<file path="src/rtl/bsram_pkg.sv">
package bsram_pkg;

   typedef enum logic [2:0] {
      ST_IDLE  = 3'd0,
      ST_SETUP = 3'd1,
      ST_READ  = 3'd2,
      ST_WRITE = 3'd3,
      ST_WHOLD = 3'd4,
      ST_RECOV = 3'd5
   } bsram_state_e;

   typedef struct packed {
      logic ce_n;
      logic we_n;
      logic oe_n;
      logic dq_oe;
   } bsram_pins_t;

endpackage

</file>
<file path="src/rtl/bsram_timer.sv">
module bsram_timer #(
   parameter int CNT_W = 4
) (
   input  logic             clk,
   input  logic             rst_n,
   input  logic             load,
   input  logic [CNT_W-1:0] load_val,
   output logic [CNT_W-1:0] cnt,
   output logic             done
);

   always_ff @(posedge clk or negedge rst_n) begin
      if (!rst_n)
         cnt <= '0;
      else if (load)
         cnt <= load_val;
      else if (cnt != '0)
         cnt <= cnt - 1'b1;
   end

   assign done = (cnt == '0);

endmodule

</file>
<file path="src/rtl/bsram_strobe_dec.sv">
module bsram_strobe_dec
   import bsram_pkg::*;
#(
   parameter int CNT_W    = 4,
   parameter int DRV_LAST = 0
) (
   input  bsram_state_e     state,
   input  logic [CNT_W-1:0] cnt,
   output bsram_pins_t      pins
);

   localparam logic [CNT_W-1:0] DRV_LAST_V = CNT_W'(DRV_LAST);

   always_comb begin
      pins = '{ce_n: 1'b1, we_n: 1'b1, oe_n: 1'b1, dq_oe: 1'b0};
      case (state)
         ST_READ: begin
            pins.ce_n = 1'b0;
            pins.oe_n = 1'b0;
         end
         ST_WRITE: begin
            pins.ce_n  = 1'b0;
            pins.we_n  = 1'b0;
            pins.dq_oe = (cnt <= DRV_LAST_V);
         end
         ST_WHOLD: pins.ce_n = 1'b0;
         default: ;
      endcase
   end

endmodule

</file>
<file path="src/rtl/bsram_ctrl.sv">
module bsram_ctrl
   import bsram_pkg::*;
#(
   parameter int ADDR_W    = 17,
   parameter int DATA_W    = 8,
   parameter int SETUP_CYC = 1,
   parameter int RD_CYC    = 14,
   parameter int WR_CYC    = 12,
   parameter int DRV_DLY   = 5,
   parameter int REC_CYC   = 2
) (
   input  logic              clk,
   input  logic              rst_n,
   input  logic              req,
   input  logic              req_we,
   input  logic [ADDR_W-1:0] req_addr,
   input  logic [DATA_W-1:0] req_wdata,
   output logic              ready,
   output logic              rvalid,
   output logic [DATA_W-1:0] rdata,
   output logic [ADDR_W-1:0] mem_addr,
   output logic              mem_ce_n,
   output logic              mem_we_n,
   output logic              mem_oe_n,
   output logic [DATA_W-1:0] mem_dq_o,
   output logic              mem_dq_oe,
   input  logic [DATA_W-1:0] mem_dq_i
);

   localparam int MAX_CYC  = (RD_CYC > WR_CYC) ?
                             ((RD_CYC > SETUP_CYC) ? ((RD_CYC > REC_CYC) ? RD_CYC : REC_CYC)
                                                   : ((SETUP_CYC > REC_CYC) ? SETUP_CYC : REC_CYC))
                           : ((WR_CYC > SETUP_CYC) ? ((WR_CYC > REC_CYC) ? WR_CYC : REC_CYC)
                                                   : ((SETUP_CYC > REC_CYC) ? SETUP_CYC : REC_CYC));
   localparam int CNT_W    = (MAX_CYC > 1) ? $clog2(MAX_CYC) : 1;
   localparam int DRV_LAST = WR_CYC - 1 - DRV_DLY;

   localparam logic [CNT_W-1:0] SETUP_LD = CNT_W'(SETUP_CYC - 1);
   localparam logic [CNT_W-1:0] RD_LD    = CNT_W'(RD_CYC - 1);
   localparam logic [CNT_W-1:0] WR_LD    = CNT_W'(WR_CYC - 1);
   localparam logic [CNT_W-1:0] REC_LD   = CNT_W'(REC_CYC - 1);

   generate
      if (ADDR_W < 1 || DATA_W < 1) begin : g_bad_width
         $error("bsram_ctrl: bus widths must be positive");
      end
      if (SETUP_CYC < 1 || RD_CYC < 1 || WR_CYC < 1 || REC_CYC < 1) begin : g_bad_cyc
         $error("bsram_ctrl: every phase needs at least one cycle");
      end
      if (DRV_DLY < 0 || DRV_DLY >= WR_CYC) begin : g_bad_drv
         $error("bsram_ctrl: drive delay must end inside the write pulse");
      end
   endgenerate

   bsram_state_e      state;
   logic              op_we;
   logic              tmr_load;
   logic [CNT_W-1:0]  tmr_val;
   logic [CNT_W-1:0]  tmr_cnt;
   logic              tmr_done;
   bsram_pins_t       pins;

   bsram_timer #(.CNT_W(CNT_W)) u_timer (
      .clk      (clk),
      .rst_n    (rst_n),
      .load     (tmr_load),
      .load_val (tmr_val),
      .cnt      (tmr_cnt),
      .done     (tmr_done)
   );

   bsram_strobe_dec #(.CNT_W(CNT_W), .DRV_LAST(DRV_LAST)) u_dec (
      .state (state),
      .cnt   (tmr_cnt),
      .pins  (pins)
   );

   always_comb begin
      tmr_load = 1'b0;
      tmr_val  = '0;
      case (state)
         ST_IDLE: begin
            tmr_load = req;
            tmr_val  = SETUP_LD;
         end
         ST_SETUP: begin
            tmr_load = tmr_done;
            tmr_val  = op_we ? WR_LD : RD_LD;
         end
         ST_READ: begin
            tmr_load = tmr_done;
            tmr_val  = REC_LD;
         end
         ST_WHOLD: begin
            tmr_load = 1'b1;
            tmr_val  = REC_LD;
         end
         default: ;
      endcase
   end

   always_ff @(posedge clk or negedge rst_n) begin
      if (!rst_n) begin
         state    <= ST_IDLE;
         op_we    <= 1'b0;
         mem_addr <= '0;
         mem_dq_o <= '0;
         rdata    <= '0;
         rvalid   <= 1'b0;
      end else begin
         rvalid <= 1'b0;
         case (state)
            ST_IDLE: if (req) begin
               state    <= ST_SETUP;
               op_we    <= req_we;
               mem_addr <= req_addr;
               if (req_we) mem_dq_o <= req_wdata;
            end
            ST_SETUP: if (tmr_done) state <= op_we ? ST_WRITE : ST_READ;
            ST_READ: if (tmr_done) begin
               rdata  <= mem_dq_i;
               rvalid <= 1'b1;
               state  <= ST_RECOV;
            end
            ST_WRITE: if (tmr_done) state <= ST_WHOLD;
            ST_WHOLD: state <= ST_RECOV;
            ST_RECOV: if (tmr_done) state <= ST_IDLE;
            default:  state <= ST_IDLE;
         endcase
      end
   end

   assign ready     = (state == ST_IDLE);
   assign mem_ce_n  = pins.ce_n;
   assign mem_we_n  = pins.we_n;
   assign mem_oe_n  = pins.oe_n;
   assign mem_dq_oe = pins.dq_oe;


   no_contend_chk: assert property (@(posedge clk) disable iff (!rst_n)
      !(!mem_oe_n && !mem_we_n));


   drive_window_chk: assert property (@(posedge clk) disable iff (!rst_n)
      mem_dq_oe |-> (!mem_ce_n && !mem_we_n && mem_oe_n));


   we_ends_write_chk: assert property (@(posedge clk) disable iff (!rst_n)
      $rose(mem_we_n) |-> (!mem_ce_n && !mem_dq_oe));


   addr_hold_chk: assert property (@(posedge clk) disable iff (!rst_n)
      (!mem_ce_n && $past(!mem_ce_n)) |-> $stable(mem_addr));


   rvalid_pulse_chk: assert property (@(posedge clk) disable iff (!rst_n)
      rvalid |=> !rvalid);


   accept_busy_chk: assert property (@(posedge clk) disable iff (!rst_n)
      (ready && req) |=> !ready);


   recov_idle_chk: assert property (@(posedge clk) disable iff (!rst_n)
      $rose(mem_ce_n) |-> (!ready && mem_we_n && mem_oe_n));

endmodule

</file>
<file path="config.mk">
export PLATFORM = sky130hd
export DESIGN_NAME = bsram_ctrl
export DESIGN_NICKNAME = d
export VERILOG_FILES = /design/src/rtl/bsram_pkg.sv /design/src/rtl/bsram_timer.sv /design/src/rtl/bsram_strobe_dec.sv /design/src/rtl/bsram_ctrl.sv
export SDC_FILE = /design/constraint.sdc
export NUM_CORES = 1
export LEC_CHECK = 0
export BUFFER_PORTS_ARGS = -buffer_cell sky130_fd_sc_hd__buf_2
export CAP_MARGIN = 20
export CORE_MARGIN = 1.5
export CORE_UTILIZATION = 40
export CTS_CLUSTER_DIAMETER = 200
export DETAILED_ROUTE_END_ITERATION = 16
export GPL_ROUTABILITY_DRIVEN = 1
export HOLD_SLACK_MARGIN = 0.06
export PLACE_DENSITY = 0.71
export SKIP_CTS_REPAIR_TIMING = 1
export SLEW_MARGIN = 20
export SYNTH_ARGS = -nofsm -noshare
export SYNTH_HDL_FRONTEND = slang
export SYNTH_HIERARCHICAL = 1
export SYNTH_SLANG_ARGS = --single-unit
export TNS_END_PERCENT = 5
</file>
<file path="constraint.sdc">
create_clock -name clk -period 2.03 [get_ports clk]
set_input_delay 0.5075 -clock clk [delete_from_list [all_inputs] [get_ports clk]]
set_output_delay 0.5075 -clock clk [all_outputs]
set_load 0.005 [all_outputs]
</file>
==> results of run 1 <==
## layer usage
metal	up-vias	global-route usage (%)	share of wire (%)
li1	622	-	-
met1	634	17.24	43
met2	45	24.18	50
met3	4	4.641	5.8
met4	0	5.031	1.0
met5	-	0	0
## registers in the layout (all words and copies together) (netlist names)
signal and cells:
mem_addr 17, mem_dq_o 8, op_we 1, rdata 8, rvalid 1, state 3, u_timer/cnt 4
## worst max path at each step
stage,startpoint,endpoint,slack [ps]
after floorplan,u_timer/cnt[0]$_DFFE_PN0P_,rdata[0]$_DFFE_PN0P_,120
after global placement,u_timer/cnt[0]$_DFFE_PN0P_,rdata[6]$_DFFE_PN0P_,130
after detailed placement,u_timer/cnt[0]$_DFFE_PN0P_,rdata[5]$_DFFE_PN0P_,90
after CTS,state[0]$_DFFE_PN0P_,mem_dq_oe,-30
after global routing,u_timer/cnt[0]$_DFFE_PN0P_,rdata[5]$_DFFE_PN0P_,-10
final,state[2]$_DFFE_PN0P_,mem_dq_oe,120
## cell type report
cell class | count | share of cell area (%)
clock buffer | 6 | 2.958
clock inverter | 2 | 1.530
inverter | 4 | 0.6119
multi-input combinational | 77 | 31.77
sequential | 42 | 42.94
tap | 52 | 2.652
timing repair buffer | 79 | 17.54
## Yosys cell counts (all sizes together)
cell type / count / area (um2)
o211ai: 1 / 7.510
mux2i: 3 / 30.03
or3b: 1 / 8.760
a21oi: 2 / 10.01
nand2b: 1 / 6.260
nor4b: 1 / 15.01
a221o: 1 / 10.01
a31o: 1 / 8.760
and2: 2 / 12.51
nor2b: 1 / 6.260
xor2: 1 / 8.760
dfrtp: 42 / 1051
o21a: 1 / 7.510
nor2: 2 / 7.510
o31a: 1 / 8.760
mux2: 34 / 412.9
o221a: 1 / 11.26
a311oi: 1 / 15.01
nand3b: 2 / 27.53
ha: 1 / 12.51
nand2: 5 / 35.03
xnor2: 1 / 8.760
nor3: 5 / 36.29
clkbuf: 2 / 7.510
nor3b: 3 / 33.78
inv: 4 / 15.01
o21ai: 5 / 25.02
buf: 4 / 27.52
## kinds of logic (layout without fill, tap and decap cells)
logic type	Yosys count	count (layout)	synth area share [%]
adder cells (fa/ha/maj)	1	1	0.6701
flip-flops	42	42	56.30
AND/OR/NAND/NOR	23	23	10.12
multiplexers	37	37	23.73
XOR/XNOR	2	2	0.9385
buffers and inverters	10	91	2.681
AO/OA/AOI/OAI	14	14	5.563
## power groups by stage
stage | clock (mW) | sequential [mW] | combinational [mW]
floorplan | 0 | 1.48 | 0.870
detailed placement | 0 | 1.52 | 1.39
global placement | 0 | 1.50 | 1.37
global route | 0.695 | 1.57 | 1.51
finish | 0.649 | 1.51 | 1.37
CTS | 0.668 | 1.51 | 1.39
## stage by stage
stage	setup slack, ps	power (mW)	utilization (%)	hold slack (ps)	TNS (ps)
finish	123.7	3.527	55.58	181.0	0
detailed placement	86.78	2.902	52.92	490.4	0
CTS	-34.06	3.562	55.41	192.8	-35.67
floorplan	118.8	2.348	-	211.9	0
global placement	134.4	2.865	52.92	486.4	0
global route	-12.13	3.767	55.58	225.2	-15.96
==> key figures, run 1 <==
Clocking
  – CTS tree: yes
  – Num CTS Buffers: 5
  – Worst-path clk slew: 80 ps
  – Clk sinks: between 40 and 50
  – Later-pin clock latency in the skew report: 290 ps
  – CTS root buf: clkbuf_8
  – CTS Buffer Depth: 2
  – H-tree lvl count: 2

Setup path
  – Critical Path Stages: 3
  – Critical Path RT: ~1500 ps
  – Critical path class: flop to primary output
  – WP buf/inv: 1
  – Reg2reg setup slack: 130 ps
  – Worst-path maximum fanout: 7
  – Crit. End Element: primary output
  – Reg2Reg Depth: 6
  – Crit path arrival time: 1400 ps
  – Worst r2r dst: rdata[2]$_DFFE_PN0P_
  – CP delay by family, top: flip-flops
  – Startpoint Class: flop
  – CP max stage delay: ~500 ps
  – Crit-path cells: nand3b_4 > a311oi_2 > buf_2
  – R2R Path Start: u_timer/cnt[0]$_DFFE_PN0P_
  – Slowest CP cell: dfrtp_1

Routing
  – Final WL: about 3.5 mm
  – Number of DRC markers in iteration 0: 35
  – Post-route DRC: 0
  – Vias per Instance: 4.981
  – Vias: ~1300
  – Wirelength per Cell: 13.33 um
  – Routed Antenna Nets: 0
  – DRT Pass-1 Iters: 4

Timing
  – Final Max Slew Viols: 0
  – RSZ-0062 raised after global routing: yes
  – Max Fclk: 524.6 MHz
  – Actual slew at the worst max-slew pin: 521.2 ps
  – Final hold vios: 0
  – Period utilization: roughly 94%
  – Worst Skew: a little under 7 ps
  – Slew margin rel.: 65.26%
  – Period minus WS final: 1906 ps
  – Final setup viols: 0

Floorplanning
  – Io pins: 76
  – Die Wd: 71.32 um
  – Core Area: between 4000 and 5000 um2
  – Row count: 24
  – Die span in y: 71.32 um
  – Starting Density: 42.29%
  – DIE AREA: 5086 um2

Pwr
  – Sequential group share of total power: 42.8%
  – Sw Pwr: 1.107 mW
  – Cell internal pwr: 2.421 mW
  – Clk pwr share: 18.4%
  – Pleak: 1.208 nW
  – Cell Pwr Density: 1438 nW/um2
  – Switching share of power: 31.37%
  – Comb power frac: about 39%
  – Max rail drop VDD: 0.0007859 V

Finish
  – Cell Count, Final, Fillers Out: 262
  – Design area: 2454 um2
  – Commonest non-fill, non-tap cell in the layout: buf_2
  – Area delta synth->final: 31.43%
  – Nets@finish: 247
  – Multi-input gate area: about 800 um2
  – Layout cell share with drive strength beyond 1: 62.86%
  – Fillers: 375
  – Commonest non-fill, non-tap cells in the layout: buf_2, dfrtp_1, mux2_2, mux2_4, clkbuf_8
  – Number of diodes: 0
  – Area taken by flip-flops and latches: 1054 um2

Synth
  – Synth warn: 6
  – Avg Cell Area, Syn: 14.47 um2
  – Sequential area share after synthesis: a little under three fifths
  – Synthesized area: 1867 um2
  – Cells after Synth: around 130
  – Cell variety after synth: 37
  – Syn_nets: 167
  – Synthesis-stage register bit count: 42

Global routing
  – GRT overflow: 0
  – First-pass GRT wire length: a little under 6 mm
  – Total global-route track usage: approximately 14%
  – Vias in the first global route: 1364
  – Initial antenna violation count: 0
  – Largest net degree at the start of global routing: 23

Placed design
  – Port Buf Inserts: 75
  – DP Area: 2336 um2
  – GPL Wtd Cong: 0.7645
  – Placed Cells: between 200 and 300
  – Dpl hpwl: ~2.7 mm

Hold path
  – Worst hold-check path type: input pin to async pin

Run
  – Max-cap violations: 0

Run status
  – Status: finished clean
Power figures use the tool's default switching activity.
==> run 2, diff against run 1 <==
ABC_AREA = 1   (was default)
==> run 2 against run 1 <==
Net effect:
- cell area fell by 3.0%
- non-clock buffer count fell by 2
- synthesized cell count rose by 79%
- register-to-register slack improved by 270 ps
- highest routed layer unchanged
==> key figures, run 2 <==
Timing
  – Final setup viols: 0 (unchanged)
  – Period utilization: 87.47% (-6.4 points)
  – Final hold vios: 0 (unchanged)
  – Period minus WS final: 1776 ps (-130.7 ps)
  – Max Fclk: 563.2 MHz (+7.4%)
  – Final Max Slew Viols: 0 (unchanged)
  – Setup slack after layout: 254.4 ps (+130.7 ps)
  – Total Neg Setup Slack: 0 ps (unchanged)
  – Actual slew at the worst max-slew pin: 530.4 ps (+9.209 ps)
  – Slew margin rel.: 64.64% (-0.61 points)
  – Worst Skew: 6.518 ps (-0.3570 ps)
  – RSZ-0062 raised after global routing: no

Floorplanning
  – Starting Density: 42.32% (about the same)
  – Row count: 24 (unchanged)
  – Die span in y: 71.34 um (about the same)
  – Core Area: 4414 um2 (unchanged)
  – Io pins: 76 (unchanged)
  – DIE AREA: 5089 um2 (about the same)
  – Die Wd: 71.34 um (about the same)

Setup path
  – Crit path arrival time: 1270 ps (-130 ps)
  – WP buf/inv: 3 (+2)
  – Critical path class: flop to primary output
  – Crit. End Element: primary output
  – Critical Path RT: 1520 ps (about the same)
  – Startpoint Class: flop
  – Crit-path cells: inv_2 > nand2_2 > inv_1 > buf_2
  – CP delay by family, top: flip-flops
  – CP max stage delay: 510 ps (about the same)
  – Worst-path maximum fanout: 8 (+1)
  – Slowest CP cell: dfrtp_1

Placed design
  – Dpl hpwl: 2.812 mm (+5.7%)
  – GPL Wtd Cong: 0.7910 (+3.5%)
  – Port Buf Inserts: 75 (unchanged)
  – Dpl ws: 414.7 ps (+327.9 ps)
  – Placed Cells: 356 (+40%)
  – DP Area: 2293 um2 (-1.8%)

Finish
  – Layout cell share with drive strength beyond 1: 30.13% (-33 points)
  – Nets@finish: 349 (+41%)
  – Commonest non-fill, non-tap cells in the layout: nand2_1, buf_2, dfrtp_1, inv_1, nand3_1
  – Cell Count, Final, Fillers Out: 364 (+39%)
  – Commonest non-fill, non-tap cell in the layout: nand2_1
  – Area delta synth->final: 27.39%
  – Design area: 2380 um2 (-3.0%)
  – Biggest regs: mem_addr x17, mem_dq_o x8, rdata x8
  – Fillers: 452 (+21%)
  – Number of diodes: 0 (unchanged)
  – Largest Register: mem_addr
  – Max FFs per register: 17 (unchanged)

Routing
  – DRT Pass-1 Iters: 4 (unchanged)
  – Routed Antenna Nets: 0 (unchanged)
  – Final WL: 3.910 mm (+12%)
  – Vias: 1672 (+28%)
  – Post-route DRC: 0 (unchanged)
  – Number of DRC markers in iteration 0: 160 (+360%)
  – Wirelength per Cell: 10.74 um (-19%)
  – Vias per Instance: 4.593 (-7.8%)

Clocking
  – Later-pin clock latency in the skew report: 290 ps (about the same)
  – CTS root buf: clkbuf_8
  – CTS tree: yes
  – Clk sinks: 42 (unchanged)
  – Num CTS Buffers: 5 (unchanged)
  – H-tree lvl count: 2 (unchanged)
  – CTS Buffer Depth: 2 (unchanged)
  – Worst-path clk slew: 70 ps (about the same)

Run status
  – Status: finished clean

Pwr
  – Pleak: 1.408 nW (+17%)
  – Max rail drop VDD: 0.0005644 V (-28%)
  – Tot Pwr: 3.497 mW (-0.86%)
  – Cell Pwr Density: 1469 nW/um2 (+2.2%)

Global routing
  – Initial antenna violation count: 0 (unchanged)
  – GRT overflow: 0 (unchanged)
  – Largest net degree at the start of global routing: 43 (+87%)
  – Total global-route track usage: 16.72% (+2.4 points)
  – Vias in the first global route: 1557 (+14%)
  – First-pass GRT wire length: 6.713 mm (+16%)

Synth
  – Synth warn: 6 (unchanged)
  – Sequential area share after synthesis: 56.26% (about the same)
  – Synthesis-stage register bit count: 42 (unchanged)
  – Avg Cell Area, Syn: 8.087 um2 (-44%)
  – Most numerous cell in the Yosys netlist: nand2_1
  – Prevailing post-synth register cell: dfrtp_1
  – Cell taking the most area after synthesis: dfrtp_1
  – Synth cell count leaders: nand2_1, dfrtp_1, inv_1
  – Largest cells by area after synthesis: dfrtp_1, nand2_1, nand3_1
  – Cell variety after synth: 20 (-46%)
  – Synthesized area: 1868 um2 (about the same)
  – FFs w/ async S/R, synth: 100.0% (unchanged)
  – Cells after Synth: 231 (+79%)
  – Syn_nets: 269 (+61%)
  – Number of enable flip-flop cells after synthesis: 0 (unchanged)
  – Synth top area share: 56.26% (about the same)

Hold path
  – Worst hold-check path type: input pin to async pin

Run
  – Max-cap violations: 0 (unchanged)
-- run 2: kinds of logic (layout without fill, tap and decap cells) --
kind of cell / count (synthesis) / count (layout) / share of synthesized area, %
compound gates: 12 / 12 / 3.349
xor+xnor: 1 / 1 / 0.4689
fa+ha+maj: 1 / 1 / 0.6697
buf+inv: 24 / 105 / 5.626
flops: 42 / 42 / 56.26
simple gates: 151 / 151 / 33.62
-- run 2: routing by layer --
layer | share of wire, % | track usage (%) | wire [um]
met5 | 0 | 0 | 0
met4 | 1.8 | 6.918 | 69
met3 | 6.6 | 5.204 | 260
met2 | 48 | 27.37 | 1872
met1 | 44 | 20.55 | 1708
-- run 2: worst paths after layout --
check / slack [ps] / cells past startpoint / to / from
worst max-delay path: 250 / 4 / ready / state[2]$_DFFE_PN0P_
worst min-delay path: 280 / 2 / state[0]$_DFFE_PN0P_ / rst_n
worst max register to register: 400 / 9 / u_timer/cnt[0]$_DFFE_PN0P_ / state[1]$_DFFE_PN0P_
worst min register to register: 470 / 2 / mem_addr[13]$_DFFE_PN0P_ / mem_addr[13]$_DFFE_PN0P_
max in group asynchronous: 1400 / 2 / mem_addr[9]$_DFFE_PN0P_ / rst_n
min in group clk: 410 / 3 / mem_addr[5]$_DFFE_PN0P_ / req_addr[5]
-- run 2: layout make-up --
class / instances / area (um2) / area share (%)
flip-flops and latches: 42 / 1051 / 44.16
well taps: 52 / 65.06 / 2.734
multi-input cells: 165 / 711.9 / 29.92
inverters: 20 / 75.07 / 3.155
clock inverters: 2 / 13.76 / 0.5783
clock buffers: 6 / 72.57 / 3.049
repair buffers: 77 / 390.4 / 16.40
-- run 2: where the power goes --
group,internal [mW],switching [mW],leakage (nW),total [mW]
Clock,0.242,0.280,0.0452,0.523
Sequential,1.23,0.265,0.512,1.50
Combinational,0.634,0.842,0.851,1.48
-- run 2: per-stage QoR --
step / util [%] / hold slack, ps
2_1_floorplan: - / 211.9
3_3_place_gp: 51.96 / 450.5
3_5_place_dp: 51.96 / 454.0
4_1_cts: 53.91 / 289.2
5_1_grt: 53.91 / 307.9
6_report: 53.91 / 277.9
